File: src/rtl/scl_div_pkg.sv
// Package: shared definitions for the serial-clock prescaler.
// Holds the decoded write classification used between the register
// slice and the divider chain.
package scl_div_pkg;

    // Kind of register write seen on the write port this cycle
    typedef enum logic [1:0] {
        WR_NONE  = 2'd0,
        WR_RATE  = 2'd1,
        WR_SRST  = 2'd2,
        WR_OTHER = 2'd3
    } wr_kind_e;

    // Default byte offsets of the two locations the block decodes
    localparam logic [4:0] RATE_OFS_DEF = 5'h0C;
    localparam logic [4:0] SRST_OFS_DEF = 5'h1C;

endpackage

File: src/rtl/scl_rate_reg.sv
// Module: scl_rate_reg
// Decodes writes on the byte-wide register port and keeps the M/N rate
// fields. A write to RATE_OFS loads N from the low bits and M from the
// bits above them. A write to SRST_OFS returns both fields to zero.
// Either write raises 'restart' in the same cycle, so the divider clears
// on the same edge that the new rate lands.
// Assumes: N_W + M_W <= 8; wr_en is a one-cycle strobe.
module scl_rate_reg
    import scl_div_pkg::*;
#(
    parameter int         ADDR_W   = 5,
    parameter int         M_W      = 4,
    parameter int         N_W      = 3,
    parameter logic [4:0] RATE_OFS = RATE_OFS_DEF,
    parameter logic [4:0] SRST_OFS = SRST_OFS_DEF
) (
    input  logic              clk,
    input  logic              rst_n,
    input  logic              wr_en,
    input  logic [ADDR_W-1:0] wr_addr,
    input  logic [7:0]        wr_data,
    output logic [M_W-1:0]    m_q,
    output logic [N_W-1:0]    n_q,
    output logic              restart
);

    localparam int FIELD_W = M_W + N_W;

    wr_kind_e wr_kind;

    // Classify the current write by its offset
    always_comb begin
        if (!wr_en)
            wr_kind = WR_NONE;
        else if (wr_addr == ADDR_W'(RATE_OFS))
            wr_kind = WR_RATE;
        else if (wr_addr == ADDR_W'(SRST_OFS))
            wr_kind = WR_SRST;
        else
            wr_kind = WR_OTHER;
    end

    assign restart = (wr_kind == WR_RATE) || (wr_kind == WR_SRST);

    // Hold the rate fields; load on a rate write, zero on soft reset
    always_ff @(posedge clk) begin
        if (!rst_n) begin
            m_q <= '0;
            n_q <= '0;
        end else if (wr_kind == WR_RATE) begin
            n_q <= wr_data[N_W-1:0];
            m_q <= wr_data[FIELD_W-1:N_W];
        end else if (wr_kind == WR_SRST) begin
            m_q <= '0;
            n_q <= '0;
        end
    end

    // Data bits above the fields carry no meaning for the rate
    generate
        if (FIELD_W < 8) begin : g_spare
            logic unused_spare;
            assign unused_spare = ^wr_data[7:FIELD_W];
        end
    endgenerate

    // soft reset leaves both fields at zero
    p_srst_zero_r5: assert property (@(posedge clk) disable iff (!rst_n)
        (wr_en && wr_addr == ADDR_W'(SRST_OFS)) |=> (m_q == '0 && n_q == '0));

    // writes elsewhere leave the fields untouched
    p_other_hold_r7: assert property (@(posedge clk) disable iff (!rst_n)
        (wr_en && wr_addr != ADDR_W'(RATE_OFS) && wr_addr != ADDR_W'(SRST_OFS))
        |=> ($stable(m_q) && $stable(n_q)));

    // a rate write lands both fields on the next edge
    p_rate_load_r1: assert property (@(posedge clk) disable iff (!rst_n)
        (wr_en && wr_addr == ADDR_W'(RATE_OFS))
        |=> (n_q == $past(wr_data[N_W-1:0]) && m_q == $past(wr_data[FIELD_W-1:N_W])));

endmodule

File: src/rtl/scl_pow2_div.sv
// Module: scl_pow2_div
// First divider stage: counts system clocks modulo 2^(N+1) and pulses
// 'stage_tick' on the last count. 'clr' forces the count to zero, and
// the count restarts from zero after a clear.
// Assumes: n_sel only changes on a cycle where clr is also high.
module scl_pow2_div #(
    parameter int N_W   = 3,
    parameter int CNT_W = (1 << N_W)
) (
    input  logic           clk,
    input  logic           rst_n,
    input  logic           clr,
    input  logic           run,
    input  logic [N_W-1:0] n_sel,
    output logic           stage_tick
);

    logic [CNT_W-1:0] cnt_q;
    logic [CNT_W-1:0] last_cnt;

    // Terminal count 2^(N+1)-1 for the selected exponent
    assign last_cnt = CNT_W'((32'd2 << n_sel) - 32'd1);

    assign stage_tick = run && (cnt_q == last_cnt);

    // Advance the power-of-two count, wrapping at the terminal value
    always_ff @(posedge clk) begin
        if (!rst_n || clr)
            cnt_q <= '0;
        else if (cnt_q == last_cnt)
            cnt_q <= '0;
        else
            cnt_q <= cnt_q + 1'b1;
    end

    // the count never passes the terminal value
    p_pow_range_r2: assert property (@(posedge clk) disable iff (!rst_n)
        cnt_q <= last_cnt);

    // a clear leaves the count at zero
    p_pow_clr_r4: assert property (@(posedge clk) disable iff (!rst_n)
        clr |=> (cnt_q == '0));

endmodule

File: src/rtl/scl_lin_div.sv
// Module: scl_lin_div
// Second divider stage: counts first-stage pulses modulo (M+1). On the
// pulse that completes a group it raises 'tick', the block-level phase
// tick. 'clr' returns the count to zero.
// Assumes: m_sel only changes on a cycle where clr is also high.
module scl_lin_div #(
    parameter int M_W = 4
) (
    input  logic           clk,
    input  logic           rst_n,
    input  logic           clr,
    input  logic           stage_in,
    input  logic [M_W-1:0] m_sel,
    output logic           tick
);

    logic [M_W-1:0] cnt_q;

    assign tick = stage_in && (cnt_q == m_sel);

    // Count first-stage pulses, wrapping after M+1 of them
    always_ff @(posedge clk) begin
        if (!rst_n || clr)
            cnt_q <= '0;
        else if (stage_in) begin
            if (cnt_q == m_sel)
                cnt_q <= '0;
            else
                cnt_q <= cnt_q + 1'b1;
        end
    end

    // the count never passes M
    p_lin_range_r2: assert property (@(posedge clk) disable iff (!rst_n)
        cnt_q <= m_sel);

    // a phase tick can only come from a first-stage pulse
    p_tick_src_r2: assert property (@(posedge clk) disable iff (!rst_n)
        tick |-> stage_in);

    // the count holds between first-stage pulses
    p_lin_hold_r4: assert property (@(posedge clk) disable iff (!rst_n)
        (!stage_in && !clr) |=> $stable(cnt_q));

endmodule

File: src/rtl/scl_phase_gen.sv
// Module: scl_phase_gen
// Groups phase ticks into serial-clock periods of PHASES ticks. 'scl_hi'
// is high while the phase index is in the first half of the period, and
// only while enabled.
// Assumes: PHASES is even and at least 2.
module scl_phase_gen #(
    parameter int PHASES = 10,
    parameter int PH_W   = $clog2(PHASES)
) (
    input  logic clk,
    input  logic rst_n,
    input  logic clr,
    input  logic en,
    input  logic tick,
    output logic scl_hi
);

    localparam int HALF = PHASES / 2;

    logic [PH_W-1:0] ph_q;

    assign scl_hi = en && (ph_q < PH_W'(HALF));

    // Step the phase index on every tick, wrapping after the last phase
    always_ff @(posedge clk) begin
        if (!rst_n || clr)
            ph_q <= '0;
        else if (tick) begin
            if (ph_q == PH_W'(PHASES - 1))
                ph_q <= '0;
            else
                ph_q <= ph_q + 1'b1;
        end
    end

    // phase index stays inside one period
    p_phase_range_r3: assert property (@(posedge clk) disable iff (!rst_n)
        ph_q < PH_W'(PHASES));

    // the last phase wraps to the first on a tick
    p_phase_wrap_r3: assert property (@(posedge clk) disable iff (!rst_n)
        (tick && !clr && ph_q == PH_W'(PHASES - 1)) |=> (ph_q == '0));

    // the serial clock is never high while disabled
    p_scl_en_r6: assert property (@(posedge clk) disable iff (!rst_n)
        scl_hi |-> en);

    // tick never arrives while disabled
    p_tick_en_r6: assert property (@(posedge clk) disable iff (!rst_n)
        tick |-> en);

endmodule

File: src/rtl/scl_prescaler.sv
// Module: scl_prescaler (top)
// Serial-clock prescaler for a two-wire bus master. The rate register
// feeds a power-of-two stage followed by a linear stage. Together they
// give one phase tick every (M+1)*2^(N+1) clocks, and ten ticks make one
// serial-clock period. A rate write, a soft-reset write or a low enable
// clears every counter.
// Assumes: synchronous active-low reset; wr_en is a one-cycle strobe.
module scl_prescaler
    import scl_div_pkg::*;
#(
    parameter int         ADDR_W   = 5,
    parameter int         M_W      = 4,
    parameter int         N_W      = 3,
    parameter int         PHASES   = 10,
    parameter logic [4:0] RATE_OFS = RATE_OFS_DEF,
    parameter logic [4:0] SRST_OFS = SRST_OFS_DEF
) (
    input  logic              clk,
    input  logic              rst_n,
    input  logic              ctrl_en,
    input  logic              wr_en,
    input  logic [ADDR_W-1:0] wr_addr,
    input  logic [7:0]        wr_data,
    output logic              phase_tick,
    output logic              scl_hi
);

    localparam int POW_W = (1 << N_W);

    logic [M_W-1:0] m_q;
    logic [N_W-1:0] n_q;
    logic           restart;
    logic           clr;
    logic           pow_tick;

    // Counters clear on a restart write or while disabled
    assign clr = restart || !ctrl_en;

    scl_rate_reg #(
        .ADDR_W  (ADDR_W),
        .M_W     (M_W),
        .N_W     (N_W),
        .RATE_OFS(RATE_OFS),
        .SRST_OFS(SRST_OFS)
    ) u_rate (
        .clk    (clk),
        .rst_n  (rst_n),
        .wr_en  (wr_en),
        .wr_addr(wr_addr),
        .wr_data(wr_data),
        .m_q    (m_q),
        .n_q    (n_q),
        .restart(restart)
    );

    scl_pow2_div #(
        .N_W  (N_W),
        .CNT_W(POW_W)
    ) u_pow2 (
        .clk       (clk),
        .rst_n     (rst_n),
        .clr       (clr),
        .run       (ctrl_en),
        .n_sel     (n_q),
        .stage_tick(pow_tick)
    );

    scl_lin_div #(
        .M_W(M_W)
    ) u_lin (
        .clk     (clk),
        .rst_n   (rst_n),
        .clr     (clr),
        .stage_in(pow_tick),
        .m_sel   (m_q),
        .tick    (phase_tick)
    );

    scl_phase_gen #(
        .PHASES(PHASES)
    ) u_phase (
        .clk   (clk),
        .rst_n (rst_n),
        .clr   (clr),
        .en    (ctrl_en),
        .tick  (phase_tick),
        .scl_hi(scl_hi)
    );

    // a disabled block emits no tick and no serial-clock high
    p_quiet_off_r6: assert property (@(posedge clk) disable iff (!rst_n)
        !ctrl_en |-> (!phase_tick && !scl_hi));

    // the cycle after a restart never carries a tick (P is at least 2)
    p_no_tick_after_restart_r4: assert property (@(posedge clk) disable iff (!rst_n)
        restart |=> !phase_tick);

endmodule

File: config.mk
export PLATFORM = sky130hd
export DESIGN_NAME = scl_prescaler
export DESIGN_NICKNAME = d
export VERILOG_FILES = /design/src/rtl/scl_div_pkg.sv /design/src/rtl/scl_rate_reg.sv /design/src/rtl/scl_pow2_div.sv /design/src/rtl/scl_lin_div.sv /design/src/rtl/scl_phase_gen.sv /design/src/rtl/scl_prescaler.sv
export SDC_FILE = /design/constraint.sdc
export NUM_CORES = 1
export LEC_CHECK = 0
export ABC_AREA = 0
export CORE_MARGIN = 5
export CORE_UTILIZATION = 35
export DETAILED_ROUTE_END_ITERATION = 12
export PLACE_DENSITY_LB_ADDON = 0.1
export SKIP_LAST_GASP = 1
export SLEW_MARGIN = 30
export SYNTH_ARGS = -nofsm -noshare
export SYNTH_HDL_FRONTEND = slang
export SYNTH_SLANG_ARGS = --single-unit
File: constraint.sdc
create_clock -name clk -period 4.5 [get_ports clk]
set_clock_uncertainty 0.1 [all_clocks]
set_input_delay 0.9 -clock clk [delete_from_list [all_inputs] [get_ports clk]]
set_output_delay 0.9 -clock clk [all_outputs]
set_load 0.02 [all_outputs]
* Word level (Yosys, flattened, before mapping)
Cells that the tools add are included.
** Cells by class
- Add/subtract/negate cells :: 4
- Multiply operators :: 0
- Divide/modulo/power cells :: 0
- Order comparisons :: 1
- Equal/unequal tests :: 7
- Shift-type cells :: 1
- Mux-type cells :: 9
- Bitwise operators :: 0
- Reductions and logical operators :: 10
** Operators by type and width (number)
- 2-to-1 mux 4 bit :: 4
- adder 4 x 1 -> 4 bit, second input constant :: 2
- adder 8 x 1 -> 8 bit, second input constant :: 1
- equality test 8 bit :: 1
- << shifter 2 x 3 -> 8 bit, first input constant :: 1
- subtractor 8 x 1 -> 8 bit, second input constant :: 1
- 2-to-1 mux 3 bit :: 2
- equality test 5 x 4 -> 1 bit, second input constant :: 1
- equality test 5 bit, second input constant :: 1
- equality test 4 bit :: 1
- equality test 4 bit, second input constant :: 1
- less-than comparator 4 x 3 -> 1 bit, second input constant :: 1
- 2-to-1 mux 2 bit :: 2
- logical AND 1 bit :: 3
- logical OR 1 bit :: 3
- equality test 2 x 1 -> 1 bit, second input constant :: 1
- equality test 2 bit, second input constant :: 1
- zero test 1 bit :: 2
- nonzero test 2 bit :: 1
- OR reduction 2 bit :: 1
- 2-to-1 mux 1 bit :: 1
** Word-level totals
- Bits in registers :: 23
- Latch bits :: 0
- Bits in writable memories :: 0
- Memory bits (read-only) :: 0
- Bits of input ports :: 17
- Output and inout bits :: 2
- Logic and storage cells :: 37
- Memories kept :: 0

* Longest topological paths before layout
- Word-level depth :: 9
- Gate-level depth with buffers :: 10
- Depth with buffers taken out :: 9

* Modules after synthesis
Synthesis repeated with hierarchy kept, for this count alone.
** Unflattened totals
- Cells, all modules :: 142
- Area total of the unflattened synthesis :: 1360.1 um2
** Modules (own cells, without submodules)
- scl_pow2_div :: times used 1, cells an instance 62, area an instance 586.8 um2, sequential area each 160.2 um2
- scl_rate_reg :: times used 1, cells an instance 32, area an instance 325.3 um2, sequential area each 140.1 um2
- scl_lin_div :: times used 1, cells an instance 25, area an instance 249.0 um2, sequential area each 80.1 um2
- scl_phase_gen :: times used 1, cells an instance 22, area an instance 192.7 um2, sequential area each 80.1 um2
- scl_prescaler :: times used 1, cells an instance 1, area an instance 6.3 um2, sequential area each 0.0 um2

* Worst setup path after synthesis
Ideal clock, no wire load.
- Path kind :: flip-flop to output port
- Start :: register u_rate.n_q[2]
- End :: output port phase_tick
- Arrival :: 3.030 ns
- Required time :: 3.500 ns
- Setup slack :: 0.470 ns
- Stages on the path, launching flop included :: 9
- Buffers on the path :: 1
- Cell sequence :: dfxtp_1 buf_6 or3_1 ha_1 or4b_4 and4_4 or4_4 nor4_4 and2_1
** On the way
- Longest elaborated chain between the ends :: 5
** RTL lines
- start, declared :: RTL line scl_rate_reg.sv:23 : output logic [N_W-1:0] n_q,
- start signal, assigned :: RTL line scl_rate_reg.sv:51 : n_q <= wr_data[N_W-1:0];
- << shifter 2 x 3 -> 8 bit :: RTL line scl_pow2_div.sv:22 : assign last_cnt = CNT_W'((32'd2 << n_sel) - 32'd1);
- subtractor 8 x 1 -> 8 bit :: RTL line scl_pow2_div.sv:22
- equality test 8 bit :: RTL line scl_pow2_div.sv:24 : assign stage_tick = run && (cnt_q == last_cnt);
- logical AND 1 bit :: RTL line scl_pow2_div.sv:24
- logical AND 1 bit :: RTL line scl_lin_div.sv:19 : assign tick = stage_in && (cnt_q == m_sel);
- end, declared :: RTL line scl_prescaler.sv:24 : output logic phase_tick,
Every way passes these cells.

* Final worst setup path
Ends and elaborated chain as after synthesis.

==> out/qor.txt <==
SYNTH
-------------------------------------------------------------------------------------
Largest cells by area after synthesis .................................. dfxtp_1, xor2_1, nand2_1, nor2_1, nand3_1
Cell taking the most area after synthesis ..............................      dfxtp_1
Synth Warn # ...........................................................            0
Seq/Total Area, Yosys ..................................................        34.7%
Post-synthesis cell area ...............................................  0.00133 mm²
Number of synthesized flops with an enable pin .........................            0
Synthesis-stage register bit count .....................................           23
Share of the synthesized area in the top cell type .....................        34.7%
Share of synthesized registers carrying an async set or reset ..........           0%
Most used DFF post-synth ...............................................      dfxtp_1
Net count after synthesis ..............................................          182
Mean area per synthesized cell .........................................     8.25 µm²
Library cells used by synthesis ........................................           40
Number of standard cells after synthesis ...............................          161

GLOBAL ROUTE
-------------------------------------------------------------------------------------
Gr usage total .........................................................        11.5%
First-pass GRT wire length .............................................      4.77 mm
Total global routing overflow ..........................................            0
Largest net degree at the start of global routing ......................           16
Vias in the first global route .........................................        1,088
Number of antenna violations at the first check in global routing ......            0

PLACE
-------------------------------------------------------------------------------------
Area after DPL .........................................................  0.00155 mm²
Instance count after placement with tap cells included .................          225
DP Wirelength ..........................................................      2.06 mm
Final weighted congestion in routability-driven placement ..............        0.757
Pre-CTS setup slack ....................................................     0.214 ns
Port-buffer cells ......................................................           17

CRITICAL PATH
-------------------------------------------------------------------------------------
Crit Path Class ........................................................ register to primary output
Startpoint of the most critical register-to-register path .............. u_rate.n_q[2]$_SDFFE_PN0P_
Crit path required time ................................................      3.50 ns
Worst-path fanout max ..................................................           10
Endpoint arrival time on the critical path .............................      3.32 ns
Sequence of cells on the critical path ................................. or3_1 -> ha_1 -> or4b_4 -> and4_4 -> or4_4 -> nor4_4 -> and2_1 -> dlygate4sd2_1
Worst setup SP type ....................................................     register
End of the critical path ...............................................   phase_tick
R2r worst-path depth ...................................................            8
Stage delay of the slowest cell on the critical path ...................      0.57 ns
Setup crit end kind .................................................... primary output
Slowest stage cell on the critical path ................................        or4_4
Critical Path Source ................................................... u_rate.n_q[2]$_SDFFE_PN0P_
Terminus of the critical flop-to-flop path ............................. u_phase.ph_q[1]$_SDFFE_PP0P_
FF-to-FF setup slack ...................................................      1.22 ns

CLOCK TREE
-------------------------------------------------------------------------------------
Number of gates resized after cts ......................................            1
Setup repair bufs after CTS ............................................            0
CTS HTree Levels .......................................................            1
CTS Root Cell ..........................................................     clkbuf_8
Number of buffers created by CTS .......................................            3
Number of sinks handled by clock tree synthesis ........................           23
Insertion delay of the later-clocked pin in the worst-skew pair ........      0.26 ns
Clock-pin slew on the worst setup and hold paths .......................      0.08 ns
Max Root-Sink Buffers ..................................................            2
# hold bufs at CTS .....................................................            0
CTS tree ...............................................................          yes

STA
-------------------------------------------------------------------------------------
Shortest period the worst path allows ..................................      4.32 ns
Setup TNS ..............................................................         0 ns
Achievable Freq ........................................................    0.232 GHz
Setup repair after global routing missed its margin ....................           no
Final setup slack of the worst path ....................................     0.182 ns
Worst slew margin relative to its limit ................................        62.0%
Count of final hold-check violations ...................................            0
Final setup violation count ............................................            0
Slew at the pin with the worst max-slew slack ..........................     0.567 ns
Number of max-slew violations in the final report ......................            0
Fin crit share .........................................................        95.9%
Fin Hold WS ............................................................     0.400 ns

FLOORPLANNING
-------------------------------------------------------------------------------------
Die width ..............................................................      71.6 µm
Standard-cell rows .....................................................           22
I/O pin cnt ............................................................           19
Die footprint ..........................................................  0.00512 mm²
Chip height ............................................................      71.6 µm
Floorplan Core Area ....................................................  0.00366 mm²
Initial cell density of the core .......................................        36.3%

CELLS AND AREA
-------------------------------------------------------------------------------------
Total inserted antenna cells ...........................................            0
Ratio of cells with drive above 1 in the final layout ..................        8.29%
FF/Latch Area ..........................................................      460 µm²
Area overhead of the layout relative to synthesis ......................        20.5%
Cell Count, Final, Fillers Out .........................................          229
Area used by multi-input combinational logic ...........................      823 µm²
Fill count .............................................................          376
Post-layout net count ..................................................          203
Final design utilization ...............................................        43.7%
Non-Filler Cell Area, Final ............................................  0.00160 mm²

HOLD PATH
-------------------------------------------------------------------------------------
Class of the tightest hold or removal check ............................ register to register
Worst hold path startpoint ............................................. u_phase.ph_q[0]$_SDFFE_PP0P_

ROUTE
-------------------------------------------------------------------------------------
Total length of routed wires ...........................................      2.65 mm
Number of vias in the routed layout ....................................        1,104
Post-route ant nets ....................................................            0
Count of routing violations after the opening detailed-route iteration .           49
Average detailed-routed wire length per instance .......................      11.6 µm
# DRC ..................................................................            0
Number of optimization iterations in the first detailed-route pass .....            3
Drt via density ........................................................         4.82

PWR
-------------------------------------------------------------------------------------
Pwr dens ...............................................................   250 mW/mm²
Worst IR Drop VDD ......................................................       159 µV
Leakage power ..........................................................     0.622 nW
Overall Power ..........................................................       400 µW

FLOW RUN
-------------------------------------------------------------------------------------
Max capacitance violation total ........................................            0

OUTCOME
-------------------------------------------------------------------------------------
Result of the run ...................................................... complete, no violations

worst max-delay path: cells and delay by family, from the launching register on:
family,cells,cell delay (ns)
flip-flops,1,0.40
buffers and inverters,1,0.34
AND/OR/NAND/NOR,6,2.09
adder cells (fa/ha/maj),1,0.22
sequential cells by signal (all words and copies together), names as in the netlist:
name and cells:
u_lin.cnt_q 4, u_phase.ph_q 4, u_pow2.cnt_q 8, u_rate.m_q 4, u_rate.n_q 3
cell usage after synthesis (4+ instances only):
library cell and number:
a21oi_1 4, and2_1 8, dfxtp_1 23, ha_1 4, inv_1 5, nand2_1 19
nand3_1 11, nor2_1 19, nor2b_1 4, o21ai_0 6, xor2_1 12
metal layers:
layer / vias to the layer above / GRT usage, % / part of all wire (%)
met2: 7 / 18.9 / 46
li1: 599 / - / -
met1: 493 / 14.6 / 50
met5: - / 0 / 0
met4: 0 / 3.76 / 1.2
met3: 5 / 2.95 / 2.2
where the power goes:
group          switching (mW)  internal (mW)  total, mW  leakage (nW)
clock                  0.0635         0.0631      0.127        0.0228
combinational          0.0321         0.0311     0.0632         0.414
sequential            0.00385          0.206      0.210         0.186
worst min-delay path by stage:
| stage | end | cells past startpoint |
|---|---|---|
| finish | u_phase.ph_q[0]$_SDFFE_PP0P_ | 2 |
| global route | u_pow2.cnt_q[0]$_SDFF_PP0_ | 1 |
| detailed placement | u_pow2.cnt_q[0]$_SDFF_PP0_ | 1 |
| global placement | u_pow2.cnt_q[0]$_SDFF_PP0_ | 1 |
| floorplan | u_pow2.cnt_q[0]$_SDFF_PP0_ | 1 |
| CTS | u_pow2.cnt_q[0]$_SDFF_PP0_ | 1 |
cells by family after synthesis:
kind of cell / after synthesis / synth area share (%)
AOI/OAI and AO/OA: 25 / 12.6
and+or+nand+nor: 82 / 33.1
DFF: 23 / 34.7
xor gates and xnor gates: 15 / 9.90
buffers and inverters: 9 / 3.68
adders and majority gates: 4 / 3.77
muxes: 3 / 2.26
cell type report:
| class | count | area share, % |
|---|---|---|
| multi-input combinational | 129 | 51.5 |
| tap | 48 | 3.76 |
| sequential | 23 | 28.8 |
| inverter | 5 | 1.17 |
| clock buffer | 4 | 2.82 |
| timing repair buffer | 20 | 12.0 |
cells in the final DEF, fill, tap and decap left out, types with 4 or more instances in the layout:
master / netlist / routed
a21oi_1: 4 / 4
and2_1: 8 / 8
clkdlybuf4s50_1: 0 / 16
dfxtp_1: 23 / 23
ha_1: 4 / 4
inv_1: 5 / 5
nand2_1: 19 / 19
nand3_1: 11 / 11
nor2_1: 19 / 19
nor2b_1: 4 / 4
o21ai_0: 6 / 6
xor2_1: 12 / 12
Note: power is estimated with default switching activity, not from simulation.
